===== config.mk =====
export PLATFORM = sky130hd
export DESIGN_NAME = ptw_walker
export DESIGN_NICKNAME = d
export VERILOG_FILES = /design/src/rtl/ptw_pkg.sv /design/src/rtl/ptw_l1_decode.sv /design/src/rtl/ptw_l2_decode.sv /design/src/rtl/ptw_read_port.sv /design/src/rtl/ptw_walker.sv
export SDC_FILE = /design/constraint.sdc
export NUM_CORES = 1
export LEC_CHECK = 0
export BUFFER_PORTS_ARGS = -buffer_cell sky130_fd_sc_hd__buf_2
export CORE_MARGIN = 1.5
export CORE_UTILIZATION = 51
export CTS_BUF_LIST = sky130_fd_sc_hd__clkbuf_4 sky130_fd_sc_hd__clkbuf_8
export CTS_CLUSTER_DIAMETER = 120
export CTS_CLUSTER_SIZE = 30
export DETAILED_ROUTE_END_ITERATION = 6
export PLACE_DENSITY = 0.83
export SLEW_MARGIN = 20
export SYNTH_ARGS = -nofsm -noshare
export SYNTH_HDL_FRONTEND = slang
export SYNTH_SLANG_ARGS = --single-unit

===== constraint.sdc =====
create_clock -name clk -period 3 [get_ports clk]
set_input_delay 0.15 -clock clk [delete_from_list [all_inputs] [get_ports clk]]
set_output_delay 0.15 -clock clk [all_outputs]
set_load 0.02 [all_outputs]

===== src/rtl/ptw_pkg.sv =====
// Package: shared types for the two-level table walker.
// Assumes: the walk control state and both entry classifications are
// small enums consumed by the decoders and the top-level sequencer.
package ptw_pkg;

    // Sequencer state of one walk.
    typedef enum logic [1:0] {
        WS_IDLE    = 2'd0,
        WS_L1_WAIT = 2'd1,
        WS_L2_WAIT = 2'd2,
        WS_DONE    = 2'd3
    } walk_st_e;

    // Classification of a first-level word.
    typedef enum logic [1:0] {
        L1K_FAULT   = 2'd0,
        L1K_TABLE   = 2'd1,
        L1K_SECTION = 2'd2
    } l1_kind_e;

    // Classification of a second-level word.
    typedef enum logic [1:0] {
        L2K_FAULT = 2'd0,
        L2K_LARGE = 2'd1,
        L2K_SMALL = 2'd2
    } l2_kind_e;

    // Level tag reported with every result.
    localparam logic LVL_FIRST  = 1'b0;
    localparam logic LVL_SECOND = 1'b1;

endpackage


===== src/rtl/ptw_l1_decode.sv =====
// Module: ptw_l1_decode
// Classifies a first-level table word and forms the section address and
// the second-level table base from it. Purely combinational.
// Assumes: the type lives in bits [1:0]; 01 = table pointer, 10 = section,
// 00 and 11 = fault. The next-table base is aligned to 2**L2_ALIGN bytes.
module ptw_l1_decode
    import ptw_pkg::*;
#(
    parameter int AW        = 32,
    parameter int SECT_BITS = 20,
    parameter int L2_ALIGN  = 10
) (
    input  logic [AW-1:0] entry,
    input  logic [AW-1:0] vaddr,
    output l1_kind_e      kind,
    output logic [AW-1:0] sect_paddr,
    output logic [AW-1:0] l2_base
);

    // Bits that carry attributes this walker does not interpret.
    logic unused_bits;
    assign unused_bits = ^{entry[L2_ALIGN-1:2], vaddr[AW-1:SECT_BITS]};

    // Type decode: only 01 and 10 are valid first-level encodings.
    always_comb begin
        unique case (entry[1:0])
            2'b01:   kind = L1K_TABLE;
            2'b10:   kind = L1K_SECTION;
            default: kind = L1K_FAULT;
        endcase
    end

    // Section frame joined with the in-section offset.
    assign sect_paddr = {entry[AW-1:SECT_BITS], vaddr[SECT_BITS-1:0]};

    // Aligned base of the second-level table.
    assign l2_base = {entry[AW-1:L2_ALIGN], {L2_ALIGN{1'b0}}};

endmodule


===== src/rtl/ptw_l2_decode.sv =====
// Module: ptw_l2_decode
// Classifies a second-level table word and forms the physical address
// for a large or small page. Purely combinational.
// Assumes: bit 1 set marks a small page regardless of bit 0; 01 marks a
// large page; 00 is a fault. A fault yields a zero address.
module ptw_l2_decode
    import ptw_pkg::*;
#(
    parameter int AW         = 32,
    parameter int LPAGE_BITS = 16,
    parameter int SPAGE_BITS = 12
) (
    input  logic [AW-1:0] entry,
    input  logic [AW-1:0] vaddr,
    output l2_kind_e      kind,
    output logic [AW-1:0] paddr
);

    // Bits outside any field used here.
    logic unused_bits;
    assign unused_bits = ^{entry[SPAGE_BITS-1:2], vaddr[AW-1:LPAGE_BITS]};

    logic [AW-1:0] large_pa;
    logic [AW-1:0] small_pa;

    // Frame-plus-offset candidates for both page sizes.
    assign large_pa = {entry[AW-1:LPAGE_BITS], vaddr[LPAGE_BITS-1:0]};
    assign small_pa = {entry[AW-1:SPAGE_BITS], vaddr[SPAGE_BITS-1:0]};

    // Type decode: bit 1 has priority over bit 0.
    always_comb begin
        if (entry[1]) begin
            kind = L2K_SMALL;
        end else if (entry[0]) begin
            kind = L2K_LARGE;
        end else begin
            kind = L2K_FAULT;
        end
    end

    // Address select by decoded kind.
    always_comb begin
        unique case (kind)
            L2K_SMALL: paddr = small_pa;
            L2K_LARGE: paddr = large_pa;
            default:   paddr = '0;
        endcase
    end

endmodule


===== src/rtl/ptw_read_port.sv =====
// Module: ptw_read_port
// Issues single word reads on a valid/ready request channel and tracks
// the response of a variable-latency memory.
// Assumes: `issue` pulses only when no read is pending; memory returns
// exactly one single-cycle response for each accepted request.
module ptw_read_port #(
    parameter int AW = 32
) (
    input  logic          clk,
    input  logic          rst_n,
    input  logic          issue,
    input  logic [AW-1:0] issue_addr,
    output logic          mem_req_valid,
    input  logic          mem_req_ready,
    output logic [AW-1:0] mem_req_addr,
    input  logic          mem_rsp_valid,
    output logic          rsp_fire
);

    logic          pend_req;
    logic          pend_rsp;
    logic [AW-1:0] addr_q;

    // Request phase and response phase bookkeeping.
    always_ff @(posedge clk) begin
        if (!rst_n) begin
            pend_req <= 1'b0;
            pend_rsp <= 1'b0;
            addr_q   <= '0;
        end else begin
            if (issue) begin
                pend_req <= 1'b1;
                addr_q   <= issue_addr;
            end else if (pend_req && mem_req_ready) begin
                pend_req <= 1'b0;
                pend_rsp <= 1'b1;
            end
            if (rsp_fire) begin
                pend_rsp <= 1'b0;
            end
        end
    end

    // Response is taken only while one is awaited.
    assign rsp_fire      = pend_rsp && mem_rsp_valid;
    assign mem_req_valid = pend_req;
    assign mem_req_addr  = addr_q;

endmodule


===== src/rtl/ptw_walker.sv =====
// Module: ptw_walker (top)
// Walks a two-level translation table for one virtual address at a time:
// a first-level read, optionally a second-level read, then a held result.
// Assumes: word entries of AW bits, byte addressing, entry address =
// table base + 4 * index; consumer acknowledges with res_ready.
module ptw_walker
    import ptw_pkg::*;
#(
    parameter int AW         = 32,
    parameter int SECT_BITS  = 20,
    parameter int LPAGE_BITS = 16,
    parameter int SPAGE_BITS = 12,
    parameter int L2_ALIGN   = 10
) (
    input  logic          clk,
    input  logic          rst_n,
    input  logic          req_valid,
    output logic          req_ready,
    input  logic [AW-1:0] req_vaddr,
    input  logic [AW-1:0] req_tbase,
    output logic          mem_req_valid,
    input  logic          mem_req_ready,
    output logic [AW-1:0] mem_req_addr,
    input  logic          mem_rsp_valid,
    input  logic [AW-1:0] mem_rsp_data,
    output logic          res_valid,
    input  logic          res_ready,
    output logic [AW-1:0] res_paddr,
    output logic          res_fault,
    output logic [AW-1:0] res_fault_vaddr,
    output logic          res_level
);

    localparam int L1_IDX_W    = AW - SECT_BITS;
    localparam int L2_IDX_W    = SECT_BITS - SPAGE_BITS;
    localparam int ENTRY_SHIFT = 2;

    walk_st_e      st;
    logic [AW-1:0] va_q;
    logic [AW-1:0] paddr_q;
    logic          fault_q;
    logic          lvl_q;

    logic          issue;
    logic [AW-1:0] issue_addr;
    logic          rsp_fire;

    l1_kind_e      l1_kind;
    logic [AW-1:0] l1_sect_pa;
    logic [AW-1:0] l2_base;
    l2_kind_e      l2_kind;
    logic [AW-1:0] l2_pa;

    logic [AW-1:0] l1_off;
    logic [AW-1:0] l2_off;

    // Byte offsets of the indexed entries in each table.
    assign l1_off = AW'({req_vaddr[AW-1:SECT_BITS], {ENTRY_SHIFT{1'b0}}});
    assign l2_off = AW'({va_q[SECT_BITS-1:SPAGE_BITS], {ENTRY_SHIFT{1'b0}}});

    ptw_l1_decode #(
        .AW        (AW),
        .SECT_BITS (SECT_BITS),
        .L2_ALIGN  (L2_ALIGN)
    ) u_l1_dec (
        .entry      (mem_rsp_data),
        .vaddr      (va_q),
        .kind       (l1_kind),
        .sect_paddr (l1_sect_pa),
        .l2_base    (l2_base)
    );

    ptw_l2_decode #(
        .AW         (AW),
        .LPAGE_BITS (LPAGE_BITS),
        .SPAGE_BITS (SPAGE_BITS)
    ) u_l2_dec (
        .entry (mem_rsp_data),
        .vaddr (va_q),
        .kind  (l2_kind),
        .paddr (l2_pa)
    );

    ptw_read_port #(
        .AW (AW)
    ) u_rd (
        .clk           (clk),
        .rst_n         (rst_n),
        .issue         (issue),
        .issue_addr    (issue_addr),
        .mem_req_valid (mem_req_valid),
        .mem_req_ready (mem_req_ready),
        .mem_req_addr  (mem_req_addr),
        .mem_rsp_valid (mem_rsp_valid),
        .rsp_fire      (rsp_fire)
    );

    // Read launch: first level on acceptance, second level on a table pointer.
    always_comb begin
        issue      = 1'b0;
        issue_addr = l2_base + l2_off;
        if (st == WS_IDLE) begin
            issue      = req_valid;
            issue_addr = req_tbase + l1_off;
        end else if (st == WS_L1_WAIT && rsp_fire && l1_kind == L1K_TABLE) begin
            issue = 1'b1;
        end
    end

    // Walk sequencer and result registers.
    always_ff @(posedge clk) begin
        if (!rst_n) begin
            st      <= WS_IDLE;
            va_q    <= '0;
            paddr_q <= '0;
            fault_q <= 1'b0;
            lvl_q   <= LVL_FIRST;
        end else begin
            unique case (st)
                WS_IDLE: begin
                    if (req_valid) begin
                        va_q <= req_vaddr;
                        st   <= WS_L1_WAIT;
                    end
                end
                WS_L1_WAIT: begin
                    if (rsp_fire) begin
                        unique case (l1_kind)
                            L1K_SECTION: begin
                                fault_q <= 1'b0;
                                paddr_q <= l1_sect_pa;
                                lvl_q   <= LVL_FIRST;
                                st      <= WS_DONE;
                            end
                            L1K_TABLE: begin
                                st <= WS_L2_WAIT;
                            end
                            default: begin
                                fault_q <= 1'b1;
                                paddr_q <= '0;
                                lvl_q   <= LVL_FIRST;
                                st      <= WS_DONE;
                            end
                        endcase
                    end
                end
                WS_L2_WAIT: begin
                    if (rsp_fire) begin
                        fault_q <= (l2_kind == L2K_FAULT);
                        paddr_q <= l2_pa;
                        lvl_q   <= LVL_SECOND;
                        st      <= WS_DONE;
                    end
                end
                default: begin
                    if (res_ready) begin
                        st <= WS_IDLE;
                    end
                end
            endcase
        end
    end

    // Handshake and result outputs.
    assign req_ready       = (st == WS_IDLE);
    assign res_valid       = (st == WS_DONE);
    assign res_paddr       = paddr_q;
    assign res_fault       = fault_q;
    assign res_fault_vaddr = va_q;
    assign res_level       = lvl_q;

    // Index widths documented for the derived offsets above.
    localparam int IDX_SUM = L1_IDX_W + L2_IDX_W;
    initial begin
        if (IDX_SUM != AW - SPAGE_BITS) begin
            $error("ptw_walker: inconsistent index widths");
        end
    end

endmodule


### Yosys cells after proc, flatten, opt, wreduce, memory -nomap -nowiden

Cells that the tools add are included.

| word-level totals | value |
|---|---|
| output and inout bits | 101 |
| word-level logic and storage cells | 66 |
| register bits after elaboration | 102 |
| input port bits | 102 |

| operators by class | value |
|---|---|
| reductions and logical operators | 14 |
| add/sub/neg operators | 2 |
| equal/unequal tests | 13 |
| bitwise logic cells | 2 |
| mux-type cells | 27 |

Operators with widths:

| cell | count |
|---|---|
| 32-bit one-hot mux with 2 select lines | 3 |
| 32-bit two-way mux | 3 |
| 32-bit by 10-bit adder with 32-bit output | 1 |
| 32-bit by 14-bit adder with 32-bit output | 1 |
| 1-bit two-way mux | 11 |
| 2-bit equality test, second input constant | 5 |
| 2-bit two-way mux | 5 |
| 2-bit by 1-bit equality test with 1-bit output, second input constant | 4 |
| 2-bit inequality test, second input constant | 4 |
| 4-bit AND reduction | 2 |
| 1-bit one-hot mux with 2 select lines | 3 |
| 2-bit one-hot mux with 3 select lines | 1 |
| 1-bit logical AND | 4 |
| 2-bit zero test | 2 |
| 2-bit one-hot mux with 2 select lines | 1 |
| 2-bit AND reduction | 2 |
| 2-bit nonzero test | 2 |
| 4-bit nonzero test | 1 |
| 1-bit NOT | 2 |
| 2-bit OR reduction | 1 |

### Depth between registers and ports, before layout

Gate-level depths: netlist of run 1.

| logic depth | value |
|---|---|
| depth after elaboration | 8 |
| gate-level depth with buffers | 11 |
| gate-level depth less buffers | 8 |

### Modules after synthesis

Synthesis of run 1 repeated with hierarchy kept, for this count alone.

| unflattened totals | value |
|---|---|
| cells, all modules | 824 |
| area, all modules | 6920.4 µm² |

Modules (own cells, without submodules):

| module | area each (µm²) | seq. area each (µm²) | cells each | instances |
|---|---|---|---|---|
| ptw_walker | 4848.4 | 1361.3 | 609 | 1 |
| ptw_read_port | 1315.0 | 680.7 | 111 | 1 |
| ptw_l1_decode | 499.2 | 0.0 | 67 | 1 |
| ptw_l2_decode | 257.7 | 0.0 | 37 | 1 |

### Least setup slack after synthesis of run 1

Ideal clock, no wire load.

| timing path | value |
|---|---|
| path type | input port to flip-flop |
| from | input port req_vaddr[20] |
| to | register u_rd.addr_q[26], in the netlist u_rd.mem_req_addr[26] |
| buffers on the path | 0 |
| path slack | 0.761 ns |
| data arrival time | 2.153 ns |
| stages | 8 |
| data required time | 2.914 ns |
| path through | ha_1 -> fa_1 -> a211oi_1 -> o21ai_0 -> nand3_1 -> a31o_2 -> mux2_2 -> a211oi_1 |

| between the ends | value |
|---|---|
| word-level cells in the longest chain between the ends | 2 |

RTL lines:

| element | line | text |
|---|---|---|
| from (decl) | ptw_walker.sv:19 | `input logic [AW-1:0] req_vaddr,` |
| 32-bit by 14-bit adder with 32-bit output | ptw_walker.sv:104 | `issue_addr = req_tbase + l1_off;` |
| 32-bit two-way mux | ptw_walker.sv:102 | `if (st == WS_IDLE) begin` |
| to (signal assigned) | ptw_read_port.sv:33 | `addr_q <= issue_addr;` |
| to (decl) | ptw_read_port.sv:22 | `logic [AW-1:0] addr_q;` |

No other way between the ends.
A chain may end at the register's enable or synchronous reset.

### Final worst setup path of run 1

| timing path | value |
|---|---|
| from | register st[1] |
| to | register u_rd.addr_q[24], in the netlist u_rd.mem_req_addr[24] |

| between the ends | value |
|---|---|
| word-level cells in the longest chain between the ends | 5 |
| elaborated cells between the ends (all ways) | 7 |
| those cells by class | eq/ne (1); mux (3); reduce/logical (3) |

RTL lines:

| element | line | text |
|---|---|---|
| from (decl) | ptw_walker.sv:38 | `walk_st_e st;` |
| from (signal assigned) | ptw_walker.sv:113 | `st <= WS_IDLE;` |
| from (signal assigned) | ptw_walker.sv:123 | `st <= WS_L1_WAIT;` |
| from (signal assigned) | ptw_walker.sv:133 | `st <= WS_DONE;` |
| 2-bit by 1-bit equality test with 1-bit output | ptw_walker.sv:105 | `end else if (st == WS_L1_WAIT && rsp_fire && l1_kind == L1K_TABLE) begin` |
| 1-bit logical AND (2 in a row) | ptw_walker.sv:105 |  |
| 1-bit two-way mux | ptw_walker.sv:105 |  |
| 1-bit two-way mux | ptw_walker.sv:102 |  |

Several ways; a longest one is shown, not always the timed one.

==> impl_table.tex, run 1 <==
\begin{tabular}{lr}
\hline
Metric & Value \\
\hline
\multicolumn{2}{l}{\textbf{Clocking}} \\
CTS H-tree lvls & 3 \\
Clock tree from TritonCTS & yes \\
Skew-Pair Late Insertion Delay & 0.38 ns \\
CTS root buffer & sky130\_fd\_sc\_hd\_\_clkbuf\_8 \\
Clock tree buffer depth & 2 \\
Clock sinks & 102 \\
TritonCTS buffer count & 9 \\
Clock transition at the register clock pins on the worst setup and hold paths after CTS & 0.11 ns \\
\multicolumn{2}{l}{\textbf{Timing}} \\
Final number of max-transition violations & 0 \\
Min Tclk post-route & 2.62 ns \\
TNS Setup & 0 ns \\
Highest clock frequency the design can meet & 382 MHz \\
Worst clock skew & 0.0108 ns \\
Setup violators final & 0 \\
Slew Limit Headroom & 0.442 \\
Setup repair after global routing missed its margin & false \\
Fin crit share & 0.874 \\
Slew @ Worst Pin & 0.837 ns \\
Hold Fails Final Rpt & 0 \\
\multicolumn{2}{l}{\textbf{Global route}} \\
Initial antenna violation count & 0 \\
Global-route usage over all layers & 0.302 \\
Pin count of the biggest net entering global routing & 78 \\
Leftover overflow at the end of global routing & 0 \\
Via count of the first global-routing pass & 5377 \\
Wire length of the first global-routing pass & 26.8 mm \\
\multicolumn{2}{l}{\textbf{Status}} \\
Status & finished clean \\
\multicolumn{2}{l}{\textbf{Power}} \\
PD cells & 711 nW/um\^{}2 \\
P\_leak & 0.00284 uW \\
Final total power & 4600 uW \\
Worst vdd rail ir drop & 0.479 mV \\
\multicolumn{2}{l}{\textbf{Cells and area}} \\
Count of inserted antenna diode cells & 0 \\
Synthesis-to-finish area growth & 23.1\% \\
Most common cell after layout, fill and taps aside & sky130\_fd\_sc\_hd\_\_buf\_2 \\
Fillers & 891 \\
Share of layout cells above drive strength 1 & 0.288 \\
Top library cells by usage in the layout, fill and taps aside & 194 x sky130\_fd\_sc\_hd\_\_buf\_2, 102 x sky130\_fd\_sc\_hd\_\_dfxtp\_1, 99 x sky130\_fd\_sc\_hd\_\_nand2\_1 \\
Nets & 940 \\
\multicolumn{2}{l}{\textbf{Run}} \\
Max Cap Viol & 0 \\
\multicolumn{2}{l}{\textbf{Detailed routing}} \\
DRC & 0 \\
Vias & 5737 \\
Wire length after detailed routing & 16.9 mm \\
Routed via count divided by cell count & 5.98 \\
Average wire per cell in the routed design & 17.6 um \\
Antenna Nets Post-Route & 0 \\
Number of DRC markers after the initial detailed-route iteration & 332 \\
DR pass1 iterations & 5 \\
\multicolumn{2}{l}{\textbf{Critical path}} \\
Worst endpoint required time & 3.31 ns \\
Crit-path slowest cell & sky130\_fd\_sc\_hd\_\_and2\_1 \\
End of the critical path & u\_rd.mem\_req\_addr[24] \\
Setup CP Type & reg2reg \\
Worst setup path startpoint & st[1] \\
Reg-to-reg critical path startpoint & st[1] \\
Critical Path End Type & flop \\
Depth of the worst register-to-register path & 8 \\
Worst-case register-to-register setup slack & 0.38 ns \\
Crit-path max FO & 20 \\
Worst path cell trace & inv\_1, ha\_1, nand2b\_1, or2\_1, and2\_1, nor3\_1, or4\_1, a31oi\_1 \\
Startpoint types & flop \\
Maximum cell stage delay along the critical path & 0.73 ns \\
Signal arrival time at the worst endpoint & 2.93 ns \\
RR Endpoint & u\_rd.mem\_req\_addr[24] \\
\multicolumn{2}{l}{\textbf{Placed design}} \\
Final RePlAce weighted congestion & 0.870 \\
Post-detail-place hpwl & 12.3 mm \\
Count of input and output buffers & 194 \\
\multicolumn{2}{l}{\textbf{Logic synthesis}} \\
Post-synthesis cell type count & 67 \\
Synth Net Count & 769 \\
Avg Synthesized Cell Area & 8.08 sq um \\
Netlist area before placement & 5250 sq um \\
Most used DFF post-synth & sky130\_fd\_sc\_hd\_\_dfxtp\_1 \\
Post-synth EDFFs & 0 \\
Share of the synthesized netlist area taken by xor and xnor gates & 0.0167 \\
Share of cell area taken by muxes after synthesis & 0.0279 \\
Post-synthesis sequential element count & 102 \\
Combinational family with the most area after synthesis & compound AO/OA/AOI/OAI gates \\
Simple-Gate Fraction of Synth Area & 0.213 \\
Number of warning messages in the yosys log & 0 \\
Proportion of register bits with asynchronous set or reset after synthesis & 0 \\
Compound-Gate Fraction of Synth Area & 0.256 \\
Share of the yosys chip area belonging to registers & 0.389 \\
Number of instances in the synthesized netlist & 650 \\
Adder-cell area share of the yosys netlist & 0.0419 \\
\multicolumn{2}{l}{\textbf{Die}} \\
Initial Utilization & 0.533 \\
Area of the core region & 9860 sq um \\
DIE HEIGHT & 104 um \\
Die X & 104 um \\
I/O pin cnt & 203 \\
Die Outline Area & 10900 sq um \\
Number of rows in the core area & 36 \\
\multicolumn{2}{l}{\textbf{Min path}} \\
Hold WC Path Type & in2reg \\
\hline
\end{tabular}
-- synth_stat cells (all sizes together) (3+ instances only) --
| cell | instances | area [sq um] |
|---|---|---|
| a211o | 4 | 35.0 |
| a211oi | 12 | 100 |
| a21boi | 4 | 30.0 |
| a21oi | 64 | 332 |
| a221oi | 11 | 96.3 |
| a22o | 4 | 35.0 |
| a22oi | 24 | 180 |
| a311oi | 3 | 26.3 |
| a31o | 3 | 26.3 |
| a31oi | 11 | 68.8 |
| and2 | 3 | 18.8 |
| and3 | 4 | 26.3 |
| buf | 12 | 81.3 |
| clkbuf | 33 | 146 |
| dfxtp | 102 | 2040 |
| ha | 16 | 200 |
| inv | 11 | 41.3 |
| mux2 | 5 | 56.3 |
| mux2i | 9 | 90.1 |
| nand2 | 100 | 378 |
| nand2b | 9 | 56.3 |
| nand3 | 16 | 80.1 |
| nand4 | 6 | 37.5 |
| nor2 | 66 | 248 |
| nor3 | 21 | 105 |
| nor3b | 3 | 22.5 |
| o211ai | 9 | 67.6 |
| o21a | 4 | 30.0 |
| o21ai | 26 | 141 |
| o311ai | 3 | 26.3 |
| o31ai | 4 | 30.0 |
| or3 | 5 | 33.8 |
| or4 | 3 | 22.5 |
| xnor2 | 10 | 87.6 |
-- timing repair --
action	CTS	global route
hold buffers	2	1
setup buffers	0	0
hold endpoints to repair	2	1
gates resized for setup	0	0
-- where the power goes --
part / leakage (uW) / switching [uW] / internal, uW / total [uW]
clock network: 0.000103 / 520 / 399 / 919
registers: 0.000834 / 166 / 1580 / 1750
logic: 0.00191 / 1260 / 667 / 1930
total: 0.00284 / 1950 / 2650 / 4600
-- through the flow --
| stage | worst slack [ns] | util | cells | hold WS, ns | area [sq um] |
|---|---|---|---|---|---|
| after floorplan | 0.761 | - | 650 | 0.286 | 5250 |
| after global placement | 0.436 | 0.632 | 940 | 0.391 | 6230 |
| after detailed placement | 0.313 | 0.632 | 940 | 0.400 | 6230 |
| after CTS | 0.437 | 0.655 | 958 | 0.000288 | 6460 |
| after global routing | 0.191 | 0.656 | 959 | 0.00683 | 6470 |
| final | 0.379 | 0.656 | 959 | 0.00614 | 6470 |
-- final cells by class --
class                           instances  area (sq um)  area share
Multi-Input combinational cell        489          2920       0.452
Sequential cell                       102          2040       0.316
Timing Repair Buffer                  206          1080       0.167
Tap cell                              133           166      0.0257
Clock buffer                            9           124      0.0192
Clock inverter                          7          82.6      0.0128
Inverter                               13          48.8     0.00754
-- critical path: cells and delay by family (launching register included) --
family	cells	cell delay, ns
compound gates	1	0.15
flops	1	0.41
buf+inv	1	0.09
simple gates	5	1.64
fa+ha+maj	1	0.26
-- logic make-up after synthesis --
family | after synthesis
AOI/OAI and AO/OA | 200
xor gates and xnor gates | 10
adders and majority gates | 17
buffers and inverters | 59
DFF | 102
muxes | 14
and+or+nand+nor | 248
-- flip-flops by register name, indices dropped and copies added (netlist names) --
| signal | count |
|---|---|
| u_rd.pend_rsp | 1 |
| res_paddr | 32 |
| res_level | 1 |
| res_fault_vaddr | 32 |
| u_rd.mem_req_valid | 1 |
| u_rd.mem_req_addr | 32 |
| st | 2 |
| res_fault | 1 |
-- worst min-delay path by stage --
stage / from / end / slack (ns) / cells past startpoint
3_5_place_dp: req_tbase[0] / u_rd.mem_req_addr[0] / 0.40 / 3
4_1_cts: req_vaddr[17] / res_fault_vaddr[17] / 0.0003 / 3
5_1_grt: req_vaddr[18] / res_fault_vaddr[18] / 0.007 / 3
6_report: req_vaddr[1] / res_fault_vaddr[1] / 0.006 / 3
3_3_place_gp: req_vaddr[17] / res_fault_vaddr[17] / 0.39 / 3
2_1_floorplan: req_vaddr[20] / res_fault_vaddr[20] / 0.29 / 2
-- per-layer routing --
metal	track usage	part of all wire
met1	0.373	0.41
met4	0.108	0.023
met2	0.506	0.48
met3	0.0789	0.084
met5	0	0
No activity file was read; power rests on OpenSTA's default activity.
==> inputs of run 2 (changes only) <==
- CORE_UTILIZATION: 51 -> 29
- PLACE_DENSITY: 0.83 -> unset
- SYNTH_HIERARCHICAL: unset -> 1
==> impl_table.tex, run 2 <==
\begin{tabular}{lr}
\hline
Metric & Value \\
\hline
\multicolumn{2}{l}{\textbf{Placed design}} \\
Post-detail-place hpwl & 14.7 mm (+19\%) \\
Final RePlAce weighted congestion & 0.793 (-8.9\%) \\
Count of input and output buffers & 194 (unchanged) \\
Placed cell areas & 7730 sq um (+24\%) \\
\multicolumn{2}{l}{\textbf{Run}} \\
Max Cap Viol & 0 (unchanged) \\
\multicolumn{2}{l}{\textbf{Critical path}} \\
Setup CP Type & in2reg \\
Reg-to-reg critical path startpoint & st[0] \\
Buffers \& Inverters on Critical Path & 2 (+1) \\
Worst path top cell family by delay & compound AO/OA/AOI/OAI gates \\
Startpoint types & primary input \\
Crit-path slowest cell & sky130\_fd\_sc\_hd\_\_dlygate4sd3\_1 \\
Crit-path max FO & 9 (-55\%) \\
Worst setup path startpoint & req\_vaddr[20] \\
Most used cell, CP & sky130\_fd\_sc\_hd\_\_mux2i\_1 \\
Worst endpoint required time & 3.28 ns (-0.03 ns) \\
Signal arrival time at the worst endpoint & 3.02 ns (+0.09 ns) \\
Critical Path End Type & flop \\
Maximum cell stage delay along the critical path & 0.53 ns (-0.20 ns) \\
Worst path cell trace & dlygate4sd3\_1, buf\_2, ha\_1, fa\_1, a21o\_1, a311o\_1, a31o\_2, nand3\_1, xor2\_1, mux2i\_1, mux2i\_1, nor2b\_1 \\
\multicolumn{2}{l}{\textbf{Timing}} \\
TNS Setup & 0 ns (unchanged) \\
Fin crit share & 0.915 (+0.0417) \\
Slew Limit Headroom & 0.489 (+0.0477) \\
Setup violators final & 0 (unchanged) \\
Setup repair after global routing missed its margin & false \\
Worst clock skew & 0.0107 ns (-0.0000733 ns) \\
Min Tclk post-route & 2.75 ns (+0.125 ns) \\
Highest clock frequency the design can meet & 364 MHz (-4.6\%) \\
Final number of max-transition violations & 0 (unchanged) \\
Slew @ Worst Pin & 0.766 ns (-0.0715 ns) \\
Hold Fails Final Rpt & 0 (unchanged) \\
\multicolumn{2}{l}{\textbf{Clocking}} \\
Skew-Pair Late Insertion Delay & 0.38 ns (about the same) \\
Clock tree from TritonCTS & yes \\
TritonCTS buffer count & 9 (unchanged) \\
Clock transition at the register clock pins on the worst setup and hold paths after CTS & 0.11 ns (about the same) \\
Clock tree buffer depth & 2 (unchanged) \\
Number of instances resized during post-cts repair & 0 (unchanged) \\
Clock sinks & 102 (unchanged) \\
CTS H-tree lvls & 3 (unchanged) \\
CTS root buffer & sky130\_fd\_sc\_hd\_\_clkbuf\_8 \\
\multicolumn{2}{l}{\textbf{Logic synthesis}} \\
Top cell type by total area after synthesis & sky130\_fd\_sc\_hd\_\_dfxtp\_1 \\
Synth top area share & 0.295 (-0.0936) \\
Post-synthesis cell type count & 61 (-9.0\%) \\
Number of warning messages in the yosys log & 6 (+6) \\
Avg Synthesized Cell Area & 8.40 sq um (+3.9\%) \\
Proportion of register bits with asynchronous set or reset after synthesis & 0 (unchanged) \\
Share of the yosys chip area belonging to registers & 0.295 (-0.0936) \\
Post-synth EDFFs & 0 (unchanged) \\
Netlist area before placement & 6920 sq um (+32\%) \\
Most used DFF post-synth & sky130\_fd\_sc\_hd\_\_dfxtp\_1 \\
Top post-synthesis cells by count & 119 x sky130\_fd\_sc\_hd\_\_nand2\_1, 102 x sky130\_fd\_sc\_hd\_\_dfxtp\_1, 100 x sky130\_fd\_sc\_hd\_\_nor2b\_1, 65 x sky130\_fd\_sc\_hd\_\_buf\_4, 51 x sky130\_fd\_sc\_hd\_\_mux2i\_1 \\
Post-synthesis sequential element count & 102 (unchanged) \\
Number of instances in the synthesized netlist & 824 (+27\%) \\
Count leader, synth & sky130\_fd\_sc\_hd\_\_nand2\_1 \\
Top area cells in the synthesized netlist & sky130\_fd\_sc\_hd\_\_dfxtp\_1 30\%, sky130\_fd\_sc\_hd\_\_nor2b\_1 9.0\%, sky130\_fd\_sc\_hd\_\_mux2i\_1 7.4\% \\
\multicolumn{2}{l}{\textbf{Cells and area}} \\
Nets & 1096 (+17\%) \\
Share of layout cells above drive strength 1 & 0.249 (-0.0394) \\
Combined area of the multi-input logic cells & 4180 sq um (+43\%) \\
Storage element area & 2040 sq um (unchanged) \\
Fillers & 2467 (+180\%) \\
Synthesis-to-finish area growth & 19.6\% \\
Finished Cell Area & 8270 sq um (+28\%) \\
Top library cells by usage in the layout, fill and taps aside & 194 x sky130\_fd\_sc\_hd\_\_buf\_2, 119 x sky130\_fd\_sc\_hd\_\_nand2\_1, 102 x sky130\_fd\_sc\_hd\_\_dfxtp\_1 \\
Core occupancy in the finished layout & 0.353 (-0.303) \\
Most common cell after layout, fill and taps aside & sky130\_fd\_sc\_hd\_\_buf\_2 \\
\multicolumn{2}{l}{\textbf{Detailed routing}} \\
DRC & 0 (unchanged) \\
Routed via count divided by cell count & 4.61 (-23\%) \\
Wire length after detailed routing & 20.0 mm (+19\%) \\
Number of DRC markers after the initial detailed-route iteration & 300 (-9.6\%) \\
Average wire per cell in the routed design & 15.5 um (-12\%) \\
Antenna Nets Post-Route & 0 (unchanged) \\
DR pass1 iterations & 4 (-1) \\
Vias & 5970 (+4.1\%) \\
\multicolumn{2}{l}{\textbf{Min path}} \\
Hold wc startpoint & req\_vaddr[21] \\
Hold WC Path Type & in2reg \\
\multicolumn{2}{l}{\textbf{Die}} \\
I/O pin cnt & 203 (unchanged) \\
Number of rows in the core area & 56 (+56\%) \\
DIE HEIGHT & 157 um (+51\%) \\
Die Outline Area & 24800 sq um (+130\%) \\
Area of the core region & 23500 sq um (+140\%) \\
Initial Utilization & 0.295 (-0.238) \\
Die X & 157 um (+51\%) \\
\multicolumn{2}{l}{\textbf{Power}} \\
PD cells & 603 nW/um\^{}2 (-15\%) \\
Worst vdd rail ir drop & 0.260 mV (-46\%) \\
P\_leak & 0.00360 uW (+27\%) \\
Final total power & 4990 uW (+8.6\%) \\
\multicolumn{2}{l}{\textbf{Global route}} \\
Global-route usage over all layers & 0.161 (-0.142) \\
Via count of the first global-routing pass & 5542 (+3.1\%) \\
Initial antenna violation count & 4 (+4) \\
Wire length of the first global-routing pass & 30.6 mm (+14\%) \\
Leftover overflow at the end of global routing & 0 (unchanged) \\
Pin count of the biggest net entering global routing & 68 (-13\%) \\
\multicolumn{2}{l}{\textbf{Status}} \\
Status & finished clean \\
\hline
\end{tabular}
==> run 2: cell families after synthesis <==
logic type / Yosys count / synth area share
multiplexers: 55 / 0.0803
XOR/XNOR: 56 / 0.0720
adder cells (fa/ha/maj): 26 / 0.0492
flip-flops: 102 / 0.295
AND/OR/NAND/NOR: 334 / 0.245
buffers and inverters: 117 / 0.108
AO/OA/AOI/OAI: 133 / 0.149
other: 1 / 0.000542
==> run 2: power breakdown <==
| part | total [uW] | switching [uW] | internal [uW] |
|---|---|---|---|
| Sequential | 1750 | 166 | 1590 |
| Combinational | 2170 | 1280 | 887 |
| Clock | 1070 | 529 | 542 |
==> run 2: worst min-delay path, cell delays in order <==
cell,delay [ns]
sky130_fd_sc_hd__buf_2,0.12
sky130_fd_sc_hd__nand2_1,0.05
sky130_fd_sc_hd__a21boi_0,0.07
==> run 2: per-layer routing <==
metal	vias up	track usage	routed length [um]
met3	16	0.0407	1130
met2	134	0.261	9130
met1	2766	0.208	9510
li1	3050	-	-
met5	-	0	24
met4	4	0.0494	224
==> run 2: area by class of cell <==
type                            count  share of cell area
Tap cell                          319              0.0482
Multi-Input combinational cell    614               0.505
Inverter                            5             0.00227
Clock buffer                       12              0.0200
Timing Repair Buffer              236               0.168
Antenna cell                        2            0.000605
Clock inverter                      4             0.00938
Sequential cell                   102               0.247
==> run 2: worst paths after layout <==
path         slack (ns)  depth (start not counted)               endpoint
max                0.25                         12  u_rd/mem_req_addr[26]
min                0.05                          3    res_fault_vaddr[21]
max reg2reg        0.90                          8           res_paddr[2]
min reg2reg        0.47                          2    res_fault_vaddr[26]
==> run 2: timing repair <==
item,CTS,global route
hold endpoints to repair,30,0
hold buffers,30,0
buffers inserted,0,0
==> run 2: through the flow <==
stage / hold slack [ns] / setup WS [ns] / cells
floorplan: 0.278 / 0.693 / 833
global placement: 0.399 / 0.413 / 1246
detailed placement: 0.407 / 0.430 / 1246
CTS: 0.0205 / 0.291 / 1292
global route: 0.0607 / 0.0889 / 1293
finish: 0.0505 / 0.254 / 1294
